<file path="config.mk">
export PLATFORM = sky130hd
export DESIGN_NAME = adc_dac_seq
export DESIGN_NICKNAME = d
export VERILOG_FILES = /design/src/rtl/adc_seq_pkg.sv /design/src/rtl/sine_rom.sv /design/src/rtl/step_divider.sv /design/src/rtl/adc_handshake.sv /design/src/rtl/adc_dac_seq.sv
export SDC_FILE = /design/constraint.sdc
export NUM_CORES = 1
export LEC_CHECK = 0
export BUFFER_PORTS_ARGS = -buffer_cell sky130_fd_sc_hd__buf_4
export CORE_MARGIN = 3
export CORE_UTILIZATION = 45
export CTS_CLUSTER_SIZE = 24
export DETAILED_ROUTE_END_ITERATION = 12
export GPL_TIMING_DRIVEN = 1
export HOLD_SLACK_MARGIN = 0.15
export SYNTH_ARGS = -nofsm -noshare
export SYNTH_HDL_FRONTEND = slang
export SYNTH_SLANG_ARGS = --single-unit
</file>
<file path="constraint.sdc">
create_clock -name clk -period 4.2 [get_ports clk]
set_input_delay 0.21 -clock clk [delete_from_list [all_inputs] [get_ports clk]]
set_output_delay 0.21 -clock clk [all_outputs]
set_load 0.01 [all_outputs]
</file>
<file path="src/rtl/adc_seq_pkg.sv">
package adc_seq_pkg;

    localparam int SMP_W     = 8;
    localparam int TBL_DEPTH = 64;
    localparam int TBL_IDX_W = $clog2(TBL_DEPTH);

    localparam logic [SMP_W-1:0] MID_CODE = 8'h80;
    localparam logic MODE_ECHO = 1'b0;
    localparam logic MODE_GEN  = 1'b1;

    typedef enum logic [1:0] {
        HS_IDLE,
        HS_START,
        HS_WAIT,
        HS_READ
    } hs_st_e;

    typedef enum logic [1:0] {
        T_IDLE,
        T_ECHO,
        T_SINGLE,
        T_GEN
    } top_st_e;

    typedef struct packed {
        top_st_e              st;
        logic [TBL_IDX_W-1:0] idx;
        logic [SMP_W-1:0]     dac;
        logic [SMP_W-1:0]     smp;
        logic                 vld;
        logic                 err;
    } top_reg_t;

endpackage

</file>
<file path="src/rtl/sine_rom.sv">
module sine_rom
    import adc_seq_pkg::*;
(
    input  logic [TBL_IDX_W-1:0] idx_i,
    output logic [SMP_W-1:0]     val_o
);
    localparam int QW = TBL_IDX_W - 2;
    localparam int QN = TBL_DEPTH / 4;

    // Quarter-wave magnitudes: round(127 * sin(pi*k/32)), k = 0..16
    localparam logic [6:0] QTR [QN+1] = '{
        7'd0,   7'd12,  7'd25,  7'd37,  7'd49,  7'd60,
        7'd71,  7'd81,  7'd90,  7'd98,  7'd106, 7'd112,
        7'd117, 7'd122, 7'd125, 7'd126, 7'd127
    };

    logic [1:0]    quad;
    logic [QW-1:0] pos;
    logic [QW:0]   qidx;
    logic [6:0]    mag;

    always_comb begin
        quad  = idx_i[TBL_IDX_W-1 -: 2];
        pos   = idx_i[QW-1:0];
        qidx  = quad[0] ? ((QW+1)'(QN) - {1'b0, pos}) : {1'b0, pos};
        mag   = QTR[qidx];
        val_o = quad[1] ? (MID_CODE - {1'b0, mag}) : (MID_CODE + {1'b0, mag});
    end

endmodule

</file>
<file path="src/rtl/step_divider.sv">
module step_divider #(
    parameter int DIV_W = 16
) (
    input  logic             clk,
    input  logic             rst_n,
    input  logic             en_i,
    input  logic [DIV_W-1:0] div_i,
    output logic             tick_o
);
    logic [DIV_W-1:0] cnt_d, cnt_q;

    always_comb begin
        tick_o = en_i && (cnt_q >= div_i);
        if (!en_i || tick_o) begin
            cnt_d = '0;
        end else begin
            cnt_d = cnt_q + 1'b1;
        end
    end

    always_ff @(posedge clk or negedge rst_n) begin
        if (!rst_n) cnt_q <= '0;
        else        cnt_q <= cnt_d;
    end

endmodule

</file>
<file path="src/rtl/adc_handshake.sv">
module adc_handshake
    import adc_seq_pkg::*;
#(
    parameter int START_W     = 3,
    parameter int RD_W        = 2,
    parameter int TMO_CYC     = 2048,
    parameter int SYNC_STAGES = 2
) (
    input  logic             clk,
    input  logic             rst_n,
    input  logic             go_i,
    input  logic             int_n_i,
    input  logic [SMP_W-1:0] data_i,
    output logic             wr_n_o,
    output logic             rd_n_o,
    output logic             done_o,
    output logic             tmo_o,
    output logic [SMP_W-1:0] data_o
);
    localparam int CNT_MAX = (TMO_CYC > START_W) ?
                             ((TMO_CYC > RD_W) ? TMO_CYC : RD_W) :
                             ((START_W > RD_W) ? START_W : RD_W);
    localparam int CNT_W = $clog2(CNT_MAX + 1);

    typedef struct packed {
        hs_st_e           st;
        logic [CNT_W-1:0] cnt;
        logic             wr_n;
        logic             rd_n;
        logic             done;
        logic             tmo;
        logic [SMP_W-1:0] data;
    } hs_reg_t;

    localparam hs_reg_t HS_RST = '{st: HS_IDLE, cnt: '0, wr_n: 1'b1, rd_n: 1'b1,
                                   done: 1'b0, tmo: 1'b0, data: '0};

    hs_reg_t r_d, r_q;
    logic    eoc;

    // end-of-conversion synchronizer, depth picked by parameter
    generate
        if (SYNC_STAGES < 2) begin : g_sync1
            logic s_q;
            always_ff @(posedge clk or negedge rst_n) begin
                if (!rst_n) s_q <= 1'b1;
                else        s_q <= int_n_i;
            end
            assign eoc = ~s_q;
        end else begin : g_syncn
            logic [SYNC_STAGES-1:0] s_q;
            always_ff @(posedge clk or negedge rst_n) begin
                if (!rst_n) s_q <= '1;
                else        s_q <= {s_q[SYNC_STAGES-2:0], int_n_i};
            end
            assign eoc = ~s_q[SYNC_STAGES-1];
        end
    endgenerate

    always_comb begin
        r_d      = r_q;
        r_d.done = 1'b0;
        r_d.tmo  = 1'b0;
        case (r_q.st)
            HS_IDLE: begin
                if (go_i) begin
                    r_d.st   = HS_START;
                    r_d.wr_n = 1'b0;
                    r_d.cnt  = '0;
                end
            end
            HS_START: begin
                if (r_q.cnt == CNT_W'(START_W - 1)) begin
                    r_d.st   = HS_WAIT;
                    r_d.wr_n = 1'b1;
                    r_d.cnt  = '0;
                end else begin
                    r_d.cnt = r_q.cnt + 1'b1;
                end
            end
            HS_WAIT: begin
                if (eoc) begin
                    r_d.st   = HS_READ;
                    r_d.rd_n = 1'b0;
                    r_d.cnt  = '0;
                end else if (r_q.cnt == CNT_W'(TMO_CYC - 1)) begin
                    r_d.st  = HS_IDLE;
                    r_d.tmo = 1'b1;
                end else begin
                    r_d.cnt = r_q.cnt + 1'b1;
                end
            end
            HS_READ: begin
                if (r_q.cnt == CNT_W'(RD_W - 1)) begin
                    r_d.st   = HS_IDLE;
                    r_d.rd_n = 1'b1;
                    r_d.data = data_i;
                    r_d.done = 1'b1;
                end else begin
                    r_d.cnt = r_q.cnt + 1'b1;
                end
            end
            default: r_d = HS_RST;
        endcase
    end

    always_ff @(posedge clk or negedge rst_n) begin
        if (!rst_n) r_q <= HS_RST;
        else        r_q <= r_d;
    end

    assign wr_n_o = r_q.wr_n;
    assign rd_n_o = r_q.rd_n;
    assign done_o = r_q.done;
    assign tmo_o  = r_q.tmo;
    assign data_o = r_q.data;


    wr_from_go_chk: assert property (@(posedge clk) disable iff (!rst_n)
        $fell(r_q.wr_n) |-> $past(go_i));


    strobe_excl_chk: assert property (@(posedge clk) disable iff (!rst_n)
        !(!r_q.wr_n && !r_q.rd_n));


    done_at_rd_rise_chk: assert property (@(posedge clk) disable iff (!rst_n)
        r_q.done |-> $rose(r_q.rd_n));


    tmo_lines_idle_chk: assert property (@(posedge clk) disable iff (!rst_n)
        r_q.tmo |-> (r_q.wr_n && r_q.rd_n && !r_q.done));

endmodule

</file>
<file path="src/rtl/adc_dac_seq.sv">
module adc_dac_seq
    import adc_seq_pkg::*;
#(
    parameter int START_W     = 3,
    parameter int RD_W        = 2,
    parameter int TMO_CYC     = 2048,
    parameter int SYNC_STAGES = 2,
    parameter int DIV_W       = 16
) (
    input  logic             clk,
    input  logic             rst_n,
    input  logic             run_i,
    input  logic             mode_i,
    input  logic             host_start_i,
    input  logic [DIV_W-1:0] div_i,
    input  logic             adc_int_n_i,
    input  logic [7:0]       adc_data_i,
    output logic             adc_wr_n_o,
    output logic             adc_rd_n_o,
    output logic [7:0]       dac_o,
    output logic [7:0]       sample_o,
    output logic             sample_valid_o,
    output logic             timeout_err_o
);
    localparam top_reg_t TOP_RST = '{st: T_IDLE, idx: '0, dac: MID_CODE,
                                     smp: '0, vld: 1'b0, err: 1'b0};

    top_reg_t         r_d, r_q;
    logic             go;
    logic             hs_done, hs_tmo;
    logic [SMP_W-1:0] hs_data;
    logic             tick;
    logic [SMP_W-1:0] tbl_val;

    adc_handshake #(
        .START_W     (START_W),
        .RD_W        (RD_W),
        .TMO_CYC     (TMO_CYC),
        .SYNC_STAGES (SYNC_STAGES)
    ) u_hs (
        .clk     (clk),
        .rst_n   (rst_n),
        .go_i    (go),
        .int_n_i (adc_int_n_i),
        .data_i  (adc_data_i),
        .wr_n_o  (adc_wr_n_o),
        .rd_n_o  (adc_rd_n_o),
        .done_o  (hs_done),
        .tmo_o   (hs_tmo),
        .data_o  (hs_data)
    );

    step_divider #(.DIV_W(DIV_W)) u_div (
        .clk    (clk),
        .rst_n  (rst_n),
        .en_i   (r_q.st == T_GEN),
        .div_i  (div_i),
        .tick_o (tick)
    );

    sine_rom u_rom (
        .idx_i (r_q.idx),
        .val_o (tbl_val)
    );

    always_comb begin
        r_d     = r_q;
        r_d.vld = 1'b0;
        go      = 1'b0;
        if (hs_tmo) r_d.err = 1'b1;
        case (r_q.st)
            T_IDLE: begin
                if (run_i) begin
                    if (mode_i == MODE_GEN) begin
                        r_d.st  = T_GEN;
                        r_d.idx = '0;
                    end else begin
                        go     = 1'b1;
                        r_d.st = T_ECHO;
                    end
                end else if (host_start_i) begin
                    go     = 1'b1;
                    r_d.st = T_SINGLE;
                end
            end
            T_ECHO: begin
                if (hs_done) begin
                    r_d.smp = hs_data;
                    r_d.dac = hs_data;
                    r_d.vld = 1'b1;
                    r_d.st  = T_IDLE;
                end else if (hs_tmo) begin
                    r_d.st = T_IDLE;
                end
            end
            T_SINGLE: begin
                if (hs_done) begin
                    r_d.smp = hs_data;
                    r_d.vld = 1'b1;
                    r_d.st  = T_IDLE;
                end else if (hs_tmo) begin
                    r_d.st = T_IDLE;
                end
            end
            T_GEN: begin
                if (tick) begin
                    r_d.dac = tbl_val;
                    r_d.idx = r_q.idx + 1'b1;
                    if (!(run_i && mode_i == MODE_GEN)) r_d.st = T_IDLE;
                end
            end
            default: r_d = TOP_RST;
        endcase
    end

    always_ff @(posedge clk or negedge rst_n) begin
        if (!rst_n) r_q <= TOP_RST;
        else        r_q <= r_d;
    end

    assign dac_o          = r_q.dac;
    assign sample_o       = r_q.smp;
    assign sample_valid_o = r_q.vld;
    assign timeout_err_o  = r_q.err;


    err_sticky_chk: assert property (@(posedge clk) disable iff (!rst_n)
        r_q.err |=> r_q.err);


    single_dac_hold_chk: assert property (@(posedge clk) disable iff (!rst_n)
        (r_q.st == T_SINGLE) |=> $stable(r_q.dac));


    gen_adc_quiet_chk: assert property (@(posedge clk) disable iff (!rst_n)
        (r_q.st == T_GEN) |-> (adc_wr_n_o && adc_rd_n_o));


    echo_copy_chk: assert property (@(posedge clk) disable iff (!rst_n)
        (hs_done && r_q.st == T_ECHO) |=> (r_q.vld && r_q.dac == r_q.smp));

endmodule

</file>
==> Word level (Yosys, flattened, before mapping) <==
Memory sizes are Yosys's and may differ from the RTL's.
Index checks and enable logic that the tools add are counted.
Widths: inputs -> output; s select.
{ "totals": {"regBits": 70, "romBits": 224, "in_bits": 30, "out_inout_bits": 20, "wordCells": 112, "mem_count": 1} }
{ "memory_table": {"columns": ["memory", "words", "word_bits", "read_ports", "rd_ports_with_merged_regs", "write_ports", "line", "text"], "rows": [
  ["(no name shown)", 32, 7, 1, 0, 0, "sine_rom.sv:26", "mag = QTR[qidx];"]
]} }
{ "op_classes": {"addsub": 6, "n_lt_le_gt_ge": 2, "n_eq_ne": 24, "muxes": 42, "n_bitwise": 1, "reduce_logical": 21} }
{ "ops": {"columns": ["op", "n"], "rows": [
  ["$pmux 14 s4", 1],
  ["$mux 12", 3],
  ["$mux 16", 2],
  ["$mux 2", 10],
  ["$pmux 9 s2", 1],
  ["$mux 17", 1],
  ["$add 16x1->16 const B", 1],
  ["$ge 16x16->1", 1],
  ["$pmux 8 s2", 1],
  ["$mux 15", 1],
  ["$reduce_and 3->1", 5],
  ["$mux 14", 1],
  ["$mux 7", 2],
  ["$ne 2x2->1 const B", 7],
  ["$add 12x1->12 const B", 1],
  ["$eq 12x1->1 const B", 1],
  ["$eq 12x11->1 const B", 1],
  ["$eq 12x2->1 const B", 1],
  ["$mux 6", 2],
  ["$pmux 6 s2", 1],
  ["$reduce_and 4->1", 3],
  ["$mux 1", 10],
  ["$reduce_bool 2->1", 5],
  ["$mux 9", 1],
  ["21 further kinds", 33]
]} }

==> Longest topological paths before layout <==
Gate-level depths: netlist of the first run.
{ "depth": {"word_depth": 10, "mapped_depth": 14, "ltp_nobuf": 12} }

==> Hierarchy <==
From an unflattened synthesis of the first run, not the netlist that was laid out.
{ "unflattened": {"cells_unflattened": 518, "area_unflattened_um2": 4794.6} }
{ "by_module_without_submodules": {"columns": ["mod", "instances", "cells_each", "area_each_um2"], "rows": [
  ["adc_handshake", 1, 144, 1462.7],
  ["adc_dac_seq", 1, 150, 1440.1],
  ["step_divider", 1, 127, 1182.4],
  ["sine_rom", 1, 97, 709.4]
]} }

==> Worst setup path before layout of the first run <==
No wires, ideal clock.
{ "synth_path": {"path_type": "reg2reg", "startpoint": "register r_q[18] (netlist bit)", "endpoint": "register r_q (netlist bit dac_o[2])", "setup_ns": 0.125, "arrival_ns": 3.139, "t_required_ns": 4.075, "path_slack_ns": 0.936, "path_stages_with_launch": 15, "period_less_slack_ns": 3.264, "cell_sequence": "dfrtp_1 buf_2 inv_1 ha_1 buf_6 and2_1 or3_1 buf_6 or3_1 nor3b_1 ha_1 nor2b_1 o21ai_0 a32o_1 mux2_2"} }
{ "synth_between": {"elab_chain_len": 10, "elab_cells_between_ends": 11} }
{ "synth_rtl": {"columns": ["element", "line", "text"], "rows": [
  ["start, declared", "adc_dac_seq.sv:28", "top_reg_t r_d, r_q;"],
  ["start signal, assigned", "adc_dac_seq.sv:118", "else r_q <= r_d;"],
  ["$sub 5x4->5", "sine_rom.sv:25", "qidx = quad[0] ? ((QW+1)'(QN) - {1'b0, pos}) : {1'b0, pos};"],
  ["$mux 5 *", "sine_rom.sv:25", null],
  ["$not 5->6 (not written as such) *", "sine_rom.sv:26", null],
  ["$mem_v2 32x7 *", null, null],
  ["$mux 7 (not written as such) * (2 in series)", "sine_rom.sv:26", null],
  ["$add 8x7->8 or $sub 8x7->8 (tied branches)", "sine_rom.sv:27", "val_o = quad[1] ? (MID_CODE - {1'b0, mag}) : (MID_CODE + {1'b0, mag});"],
  ["$mux 8 *", "sine_rom.sv:27", null],
  ["$mux 16 *", "adc_dac_seq.sv:106", "if (tick) begin"],
  ["$pmux 8 s2 *", "adc_dac_seq.sv:71", "case (r_q.st)"]
]} }
Every way passes the cells marked *; elsewhere a longest branch is shown, timed or not. The select of a mux whose other input is x is not followed.
A chain may end at the register's enable or synchronous reset.

==> Worst setup path in the final report of the first run <==
{ "layout_path": {"startpoint": "register r_q[19] (netlist bit)", "endpoint": "register r_q (netlist bit dac_o[2])"} }
The elaborated chain is that of the path after synthesis.

==> results of run 1 <==
## where the power goes
| part | switching [W] | total [W] | leakage [nW] | internal [W] |
|---|---|---|---|---|
| sequential | 0.000122 | 0.000925 | 0.932 | 0.000803 |
| combinational | 0.000490 | 0.000864 | 1.37 | 0.000375 |
| clock | 0.000299 | 0.000525 | 0.0888 | 0.000226 |
## critical path: cells and delay by family (launching register included)
family                   cells  cell delay [ps]
flip-flops                   1              600
buffers and inverters        1              150
multiplexers                 1              250
AND/OR/NAND/NOR              5             1400
AO/OA/AOI/OAI                2              340
adder cells (fa/ha/maj)      2              540
## per-layer routing
metal / global-route usage / up-vias / routed length (um)
met5: 0 / - / 0
met4: 0.0356 / 0 / 89
met3: 0.0409 / 7 / 331
met2: 0.309 / 75 / 4760
met1: 0.239 / 1716 / 4540
li1: - / 1837 / -
## area by class of cell
| cell class | instances | area, sq um | area share |
|---|---|---|---|
| Clock buffer | 9 | 124 | 0.0238 |
| Clock inverter | 7 | 61.3 | 0.0118 |
| Inverter | 34 | 128 | 0.0246 |
| Multi-Input combinational cell | 362 | 2440 | 0.470 |
| Sequential cell | 70 | 1760 | 0.338 |
| Tap cell | 133 | 166 | 0.0320 |
| Timing Repair Buffer | 65 | 515 | 0.0992 |
## sequential cells by signal (all words and copies together), names as in the netlist
signal / count
u_div.cnt_q: 16
timeout_err_o: 1
u_hs.r_q: 14
u_hs.rd_n_o: 1
sample_o: 8
u_hs.done_o: 1
sample_valid_o: 1
u_hs.data_o: 8
r_q: 8
u_hs.g_syncn.s_q: 2
u_hs.wr_n_o: 1
dac_o: 8
u_hs.tmo_o: 1
## Yosys cell counts, types with 3 or more instances
cell      number
buf_6          4
nor3_1         8
nand4_1        4
mux2_1         3
o41ai_1        4
ha_1          32
nand3_1       25
nand2_1       51
clkbuf_1      14
o21ai_1        5
dfrtp_1       65
or3_1          5
mux2_2         9
and2_1         6
nor2b_1        7
or2_2          3
a221o_1        5
a32o_1         3
and3_1        12
buf_2          4
xor2_1        11
o211ai_1       3
nor3b_1        3
nand2b_1       5
buf_4         17
nor4_1         4
or4_1          3
o31ai_1        5
a31oi_1        4
mux2i_1        6
nor2_1        44
xnor2_1        7
a221oi_1       3
o21ai_0       31
inv_1         34
dfstp_2        5
a21oi_1       12
## cell usage in the layout (no fill, tap or decap), types with 4 or more instances in the layout
cell type      netlist  routed
a21oi_1             12      12
mux2_2               9       9
dlygate4sd3_1        0      11
dfstp_2              5       5
nor3_1               8       8
nand3_1             25      25
nor4_1               4       4
clkbuf_8             0       9
xor2_1              11      11
ha_1                32      32
buf_4               17      54
o41ai_1              4       4
o31ai_1              5       5
inv_1               34      34
xnor2_1              7       7
a221o_1              5       5
dfrtp_1             65      65
nand2_1             51      51
and2_1               6       6
mux2i_1              6       6
a31oi_1              4       4
nand2b_1             5       5
o21ai_1              5       5
nor2_1              44      44
nand4_1              4       4
o21ai_0             31      31
or3_1                5       5
nor2b_1              7       7
and3_1              12      12
## worst paths after layout
path	start	end	slack, ps
worst max-delay path	r_q[19]	dac_o[2]	800
worst min-delay path	mode_i	r_q[25]	280
worst max register to register	r_q[19]	dac_o[2]	800
worst min register to register	u_hs.g_syncn.s_q[0]	u_hs.g_syncn.s_q[1]	370
max in group asynchronous	rst_n	r_q[20]	3080
min in group asynchronous	rst_n	dac_o[0]	520
## cell families after synthesis
kind of cell / Yosys count / synth area share
DFF: 70 / 0.384
muxes: 18 / 0.0427
and+or+nand+nor: 195 / 0.221
AOI/OAI and AO/OA: 99 / 0.148
adders and majority gates: 32 / 0.0876
buffers and inverters: 73 / 0.0815
xor gates and xnor gates: 18 / 0.0345
## through the flow
stage / total power, W / std cells / cell area, sq um / worst slack [ps]
global placement: 0.00179 / 653 / 4900 / 937
detailed placement: 0.00180 / 653 / 4900 / 863
global route: 0.00250 / 680 / 5190 / 593
finish: 0.00231 / 680 / 5190 / 801
CTS: 0.00235 / 680 / 5190 / 839
floorplan: 0.00158 / 505 / 4570 / 936
==> flow_summary_export.csv, run 1 <==
group,metric,value,unit
setup_path,worstRegToRegCells,11,
floorplanning,dieHeight,107,um
floorplanning,starting_density,0.466,
placed_design,numPortBuffers,49,
synth,synth.ff_latch_count,70,
floorplanning,design.die.area,11400,sq um
setup_path,crit_path_max_incr_delay,600,ps
sta,final.setup.tns,0,ps
clocking,clockRootBuffer,"clkbuf_8",
setup_path,cp_max_fo,12,
synth,yosysTopAreaCellShare,0.356,
synth,synth.net_count,567,
clocking,holdBufCountCts,11,
clocking,path_clk_slew,80,ps
sta,transition_time_at_the_pin_with_the_least_slew_margin,1070,ps
clocking,tritoncts.num_buffers,9,
floorplanning,ios,50,
drt,drtAntennaViolNets,0,
sta,timing.slew.headroom,0.286,
drt,totalWireLength,9720,um
run_status,status,"completed",
grt,grt_use_total,0.182,
placed_design,post-dp-hpwl,6990,um
pwr,power.density,445,nW/um^2
floorplanning,core_region_area,9820,sq um
sta,rsz0062_at_grt,"no",
clocking,cts_tree,"built",
clocking,cts_h_tree_depth,3,
clocking,cts_num_sinks,70,
synth,most_frequently_used_flop_master_after_synthesis,"dfrtp_1",
drt,dr_total_vias,3635,
sta,setup_violations,0,
synth,synthesized_netlist_cell_count,505,
setup_path,path_cells,"inv_1 -> ha_1 -> and2_1 -> or3_1 -> or3_1 -> nor3b_1 -> ha_1 -> nor2b_1 -> o21ai_0 -> a32o_1 -> mux2_2",
pwr,cellLeakagePower,2.39,nW
synth,ys_seq_area_frac,0.384,
grt,grt_remaining_overflow,0,
sta,timing.final.max_slew_violations,0,
synth,ys_top_cells_by_area,"dfrtp_1 (36%), ha_1 (8.8%), nand2_1 (4.2%), nor2_1 (3.6%), o21ai_0 (3.4%)",
final_layout,diodes,0,
synth,post_synth_num_cell_types,67,
setup_path,worst_path_max_delay_cell,"dfrtp_1",
drt,avgRoutedWirePerCell,14.3,um
drt,drt_first_iter_violations,148,
clocking,buffer_depth_of_the_longest_clock_path,2,
final_layout,layout-area-overhead-vs-synth,13.6,%
clocking,post-cts-setup-buffer-count,0,
final_layout,fillers,975,
grt,antenna_found_initial,0,
setup_path,arrival_time_worst_endpoint,3630,ps
grt,grt_first_pass_wirelength,16900,um
synth,syn_avg_cell_area,9.06,sq um
sta,period_share,0.809,
sta,post-route-min-period,3400,ps
synth,synth_async_sr_flop_share,1.00,
final_layout,final_layout_size_suffix_gt1_frac,0.176,
clocking,cts_resized,0,
job,max_cap_violations,0,
drt,via_per_inst,5.35,
placed_design,gpl.final_weighted_congestion,0.826,
min_path,hold-path-cell-count,4,
floorplanning,fp-row-count,36,
synth,synth-warning-count,0,
sta,fin_hold_ws,278,ps
setup_path,worstSetupStartpointType,"flop",
drt,detail_route.drc_violations,0,
synth,synth_largest_area_cell,"dfrtp_1",
synth,synth_area,4570,sq um
clocking,clkLatencyLatePin,350,ps
sta,finClkSkew,10.9,ps
final_layout,final_util,0.529,
setup_path,worst_setup_path_end_kind,"flop",
setup_path,required,4430,ps
sta,achievable-frequency,294,MHz
setup_path,timing.setup.critical_path_class,"reg2reg",
drt,detail_route.first_pass.iterations,5,
min_path,min-delay-path-class,"in2reg",
floorplanning,chipWidth,107,um
grt,via_count_of_the_first_global_routing_pass,3598,
pwr,irDropWorstVdd,0.000198,V
final_layout,nets,604,
sta,timing_hold_violations_final,0,
synth,number_of_enable_type_register_cells_in_the_synthesized_netlist,0,
grt,grt_start_max_net_pins,71,
(Power assumes the default switching activity.)
==> run 2, diff against run 1 <==
--- a/config.mk
+++ b/config.mk
@@ -12,6 +12,7 @@
 export DETAILED_ROUTE_END_ITERATION = 12
 export GPL_TIMING_DRIVEN = 1
 export HOLD_SLACK_MARGIN = 0.15
+export PLACE_DENSITY = 0.66
 export SYNTH_ARGS = -nofsm -noshare
 export SYNTH_HDL_FRONTEND = slang
 export SYNTH_SLANG_ARGS = --single-unit
==> constraint.sdc (replaced) <==
create_clock -name clk -period 2.79 [get_ports clk]
set_input_delay 0.1395 -clock clk [delete_from_list [all_inputs] [get_ports clk]]
set_output_delay 0.1395 -clock clk [all_outputs]
set_load 0.01 [all_outputs]
==> run 2 against run 1 <==
Wire length increased by 8.8%. Clock power increased by 82%. Maximum frequency increased by 24%. Count of clock-buffer cells in the layout unchanged. Utilization increased by 3.3 points.
==> flow_summary_export.csv, run 2 (synthesis gave the netlist of run 1 again) <==
group,metric,value,unit
final_layout,fillers,902,
setup_path,cp_max_fo,12,
grt,via_count_of_the_first_global_routing_pass,3898,
sta,period_share,0.982,
setup_path,worstRegToRegCells,10,
min_path,min_from,"mode_i",
clocking,cts_h_tree_depth,3,
grt,grt_use_total,0.192,
setup_path,critical_path_buf_inv_count,1,
setup_path,worst_path_max_delay_cell,"dfrtp_2",
setup_path,timing.setup.critical_path_class,"reg2reg",
setup_path,r2r-start,"r_q[22]",
placed_design,numPortBuffers,49,
setup_path,worstSetupStartpointType,"flop",
sta,achievable-frequency,365,MHz
setup_path,crit_path_max_incr_delay,490,ps
sta,timing.final.max_slew_violations,0,
placed_design,gpl.final_weighted_congestion,0.858,
floorplanning,ios,50,
placed_design,dp.cells,671,
final_layout,final_layout_size_suffix_gt1_frac,0.245,
setup_path,crit_family,"simple AND/OR/NAND/NOR gates",
clocking,path_clk_slew,90,ps
final_layout,largest_reg_flops,16,
sta,fin_hold_ws,184,ps
final_layout,max_flop_register,"u_div.cnt_q",
placed_design,post-dp-hpwl,7480,um
floorplanning,dieHeight,107,um
final_layout,diodes,0,
setup_path,arrival_time_worst_endpoint,2980,ps
drt,dr_total_vias,3869,
final_layout,layout.cells.most_common,"buf_4",
drt,drtAntennaViolNets,0,
clocking,cts_tree,"built",
pwr,power.density,696,nW/um^2
grt,grt_first_pass_wirelength,18000,um
final_layout,nets,629,
run_status,status,"completed",
clocking,tritoncts.num_buffers,9,
sta,timing.slew.headroom,0.400,
setup_path,path_cells,"buf_4 -> or2_2 -> a21oi_1 -> a221oi_2 -> nor3b_4 -> ha_2 -> nor2b_2 -> or3_1 -> a32o_2 -> mux2_4",
job,max_cap_violations,0,
drt,avgRoutedWirePerCell,15.0,um
sta,finClkSkew,9.02,ps
drt,via_per_inst,5.49,
final_layout,layout-area-overhead-vs-synth,20.7,%
clocking,clkLatencyLatePin,350,ps
clocking,buffer_depth_of_the_longest_clock_path,2,
setup_path,worstReg2RegEnd,"dac_o[2]",
sta,transition_time_at_the_pin_with_the_least_slew_margin,900,ps
drt,drt_first_iter_violations,204,
pwr,cellLeakagePower,2.56,nW
final_layout,layout_common_cells,"buf_4 (79), dfrtp_1 (63), nand2_1 (51)",
drt,totalWireLength,10600,um
min_path,hold-path-cell-count,4,
grt,grt_start_max_net_pins,71,
floorplanning,core_region_area,9820,sq um
final_layout,final_util,0.562,
final_layout,reg.largest.list,"u_div.cnt_q (16), u_hs.r_q (14)",
setup_path,required,3030,ps
setup_path,worst_setup_path_end_kind,"flop",
sta,rsz0062_at_grt,"yes",
setup_path,r2r_slack,50,ps
floorplanning,fp-row-count,36,
grt,antenna_found_initial,0,
sta,timing_hold_violations_final,0,
floorplanning,chipWidth,107,um
sta,setup_violations,0,
min_path,min_delay_worst_endpoint,"r_q[25]",
floorplanning,starting_density,0.466,
clocking,cts_num_sinks,70,
min_path,min-delay-path-class,"in2reg",
grt,grt_remaining_overflow,0,
final_layout,layout.cells.non_filler,705,
sta,post-route-min-period,2740,ps
drt,detail_route.first_pass.iterations,4,
clocking,clockRootBuffer,"clkbuf_8",
pwr,irDropWorstVdd,0.000679,V
floorplanning,design.die.area,11400,sq um
drt,detail_route.drc_violations,0,
-- run 2: cell count changes in the layout (fill, tap and decap cells not counted), moves of 2 or more --
cell       delta
or3_1         -2
dfrtp_2       +2
buf_4        +25
dfrtp_1       -2
or3_4         +2
ha_1          -4
ha_2          +2
ha_4          +2
bufinv_16     +2
inv_1         -2
-- run 2: how the worst max path moves through the flow --
stage,endpoint,slack (ps),cells past startpoint,start
2_1_floorplan,dac_o[2],-180,14,r_q[18]
3_3_place_gp,dac_o[2],30,12,r_q[18]
3_5_place_dp,dac_o[2],-50,12,r_q[18]
4_1_cts,dac_o[2],20,11,r_q[19]
5_1_grt,dac_o[2],-40,10,r_q[22]
6_report,dac_o[2],50,10,r_q[22]
-- run 2: routing by layer --
metal  GRT usage  vias to the layer above  share of wire
met1       0.253                     1869           0.45
met3      0.0319                       17          0.044
met5           0                        -              0
li1            -                     1889              -
met4      0.0566                        0          0.016
met2       0.327                       94           0.49
-- run 2: layout make-up --
type                       instances  area [sq um]  area share
clock buffer                       9           124      0.0224
timing repair buffer              90           703       0.127
tap                              133           166      0.0301
clock inverter                     7           105      0.0190
sequential                        70          1760       0.319
multi-input combinational        362          2530       0.458
inverter                          34           133      0.0240
-- run 2: what timing repair did --
| action | 4_1_cts | 5_1_grt |
|---|---|---|
| hold buffers | 11 | 0 |
| cloned | 0 | 0 |
| setup buffers | 0 | 7 |
| gates resized for setup | 3 | 9 |
| hold endpoints to repair | 75 | 0 |
| pin swaps | 0 | 3 |
| endpoints found under the setup margin | 1 | 3 |
-- run 2: through the flow --
step	power [W]	setup WS [ps]	area (sq um)	TNS, ps
after CTS	0.00381	16.5	5440	0
after global routing	0.00413	-43.8	5520	-70.6
after floorplan	0.00240	-184	4620	-184
after detailed placement	0.00280	-47.2	5080	-47.2
final	0.00384	50.7	5520	0
after global placement	0.00277	32.5	5080	0
-- run 2: worst register-to-register path, delay by kind of cell, from the launching register on --
family / cells / cell delay [ps]
AO/OA/AOI/OAI: 3 / 590
multiplexers: 1 / 250
flip-flops: 1 / 490
adder cells (fa/ha/maj): 1 / 220
AND/OR/NAND/NOR: 4 / 890
buffers and inverters: 1 / 200
-- run 2: where the power goes --
| group | switching, W | internal (W) | leakage [nW] |
|---|---|---|---|
| clock | 0.000439 | 0.000517 | 0.112 |
| sequential | 0.000182 | 0.00121 | 0.928 |
| combinational | 0.000812 | 0.000680 | 1.52 |
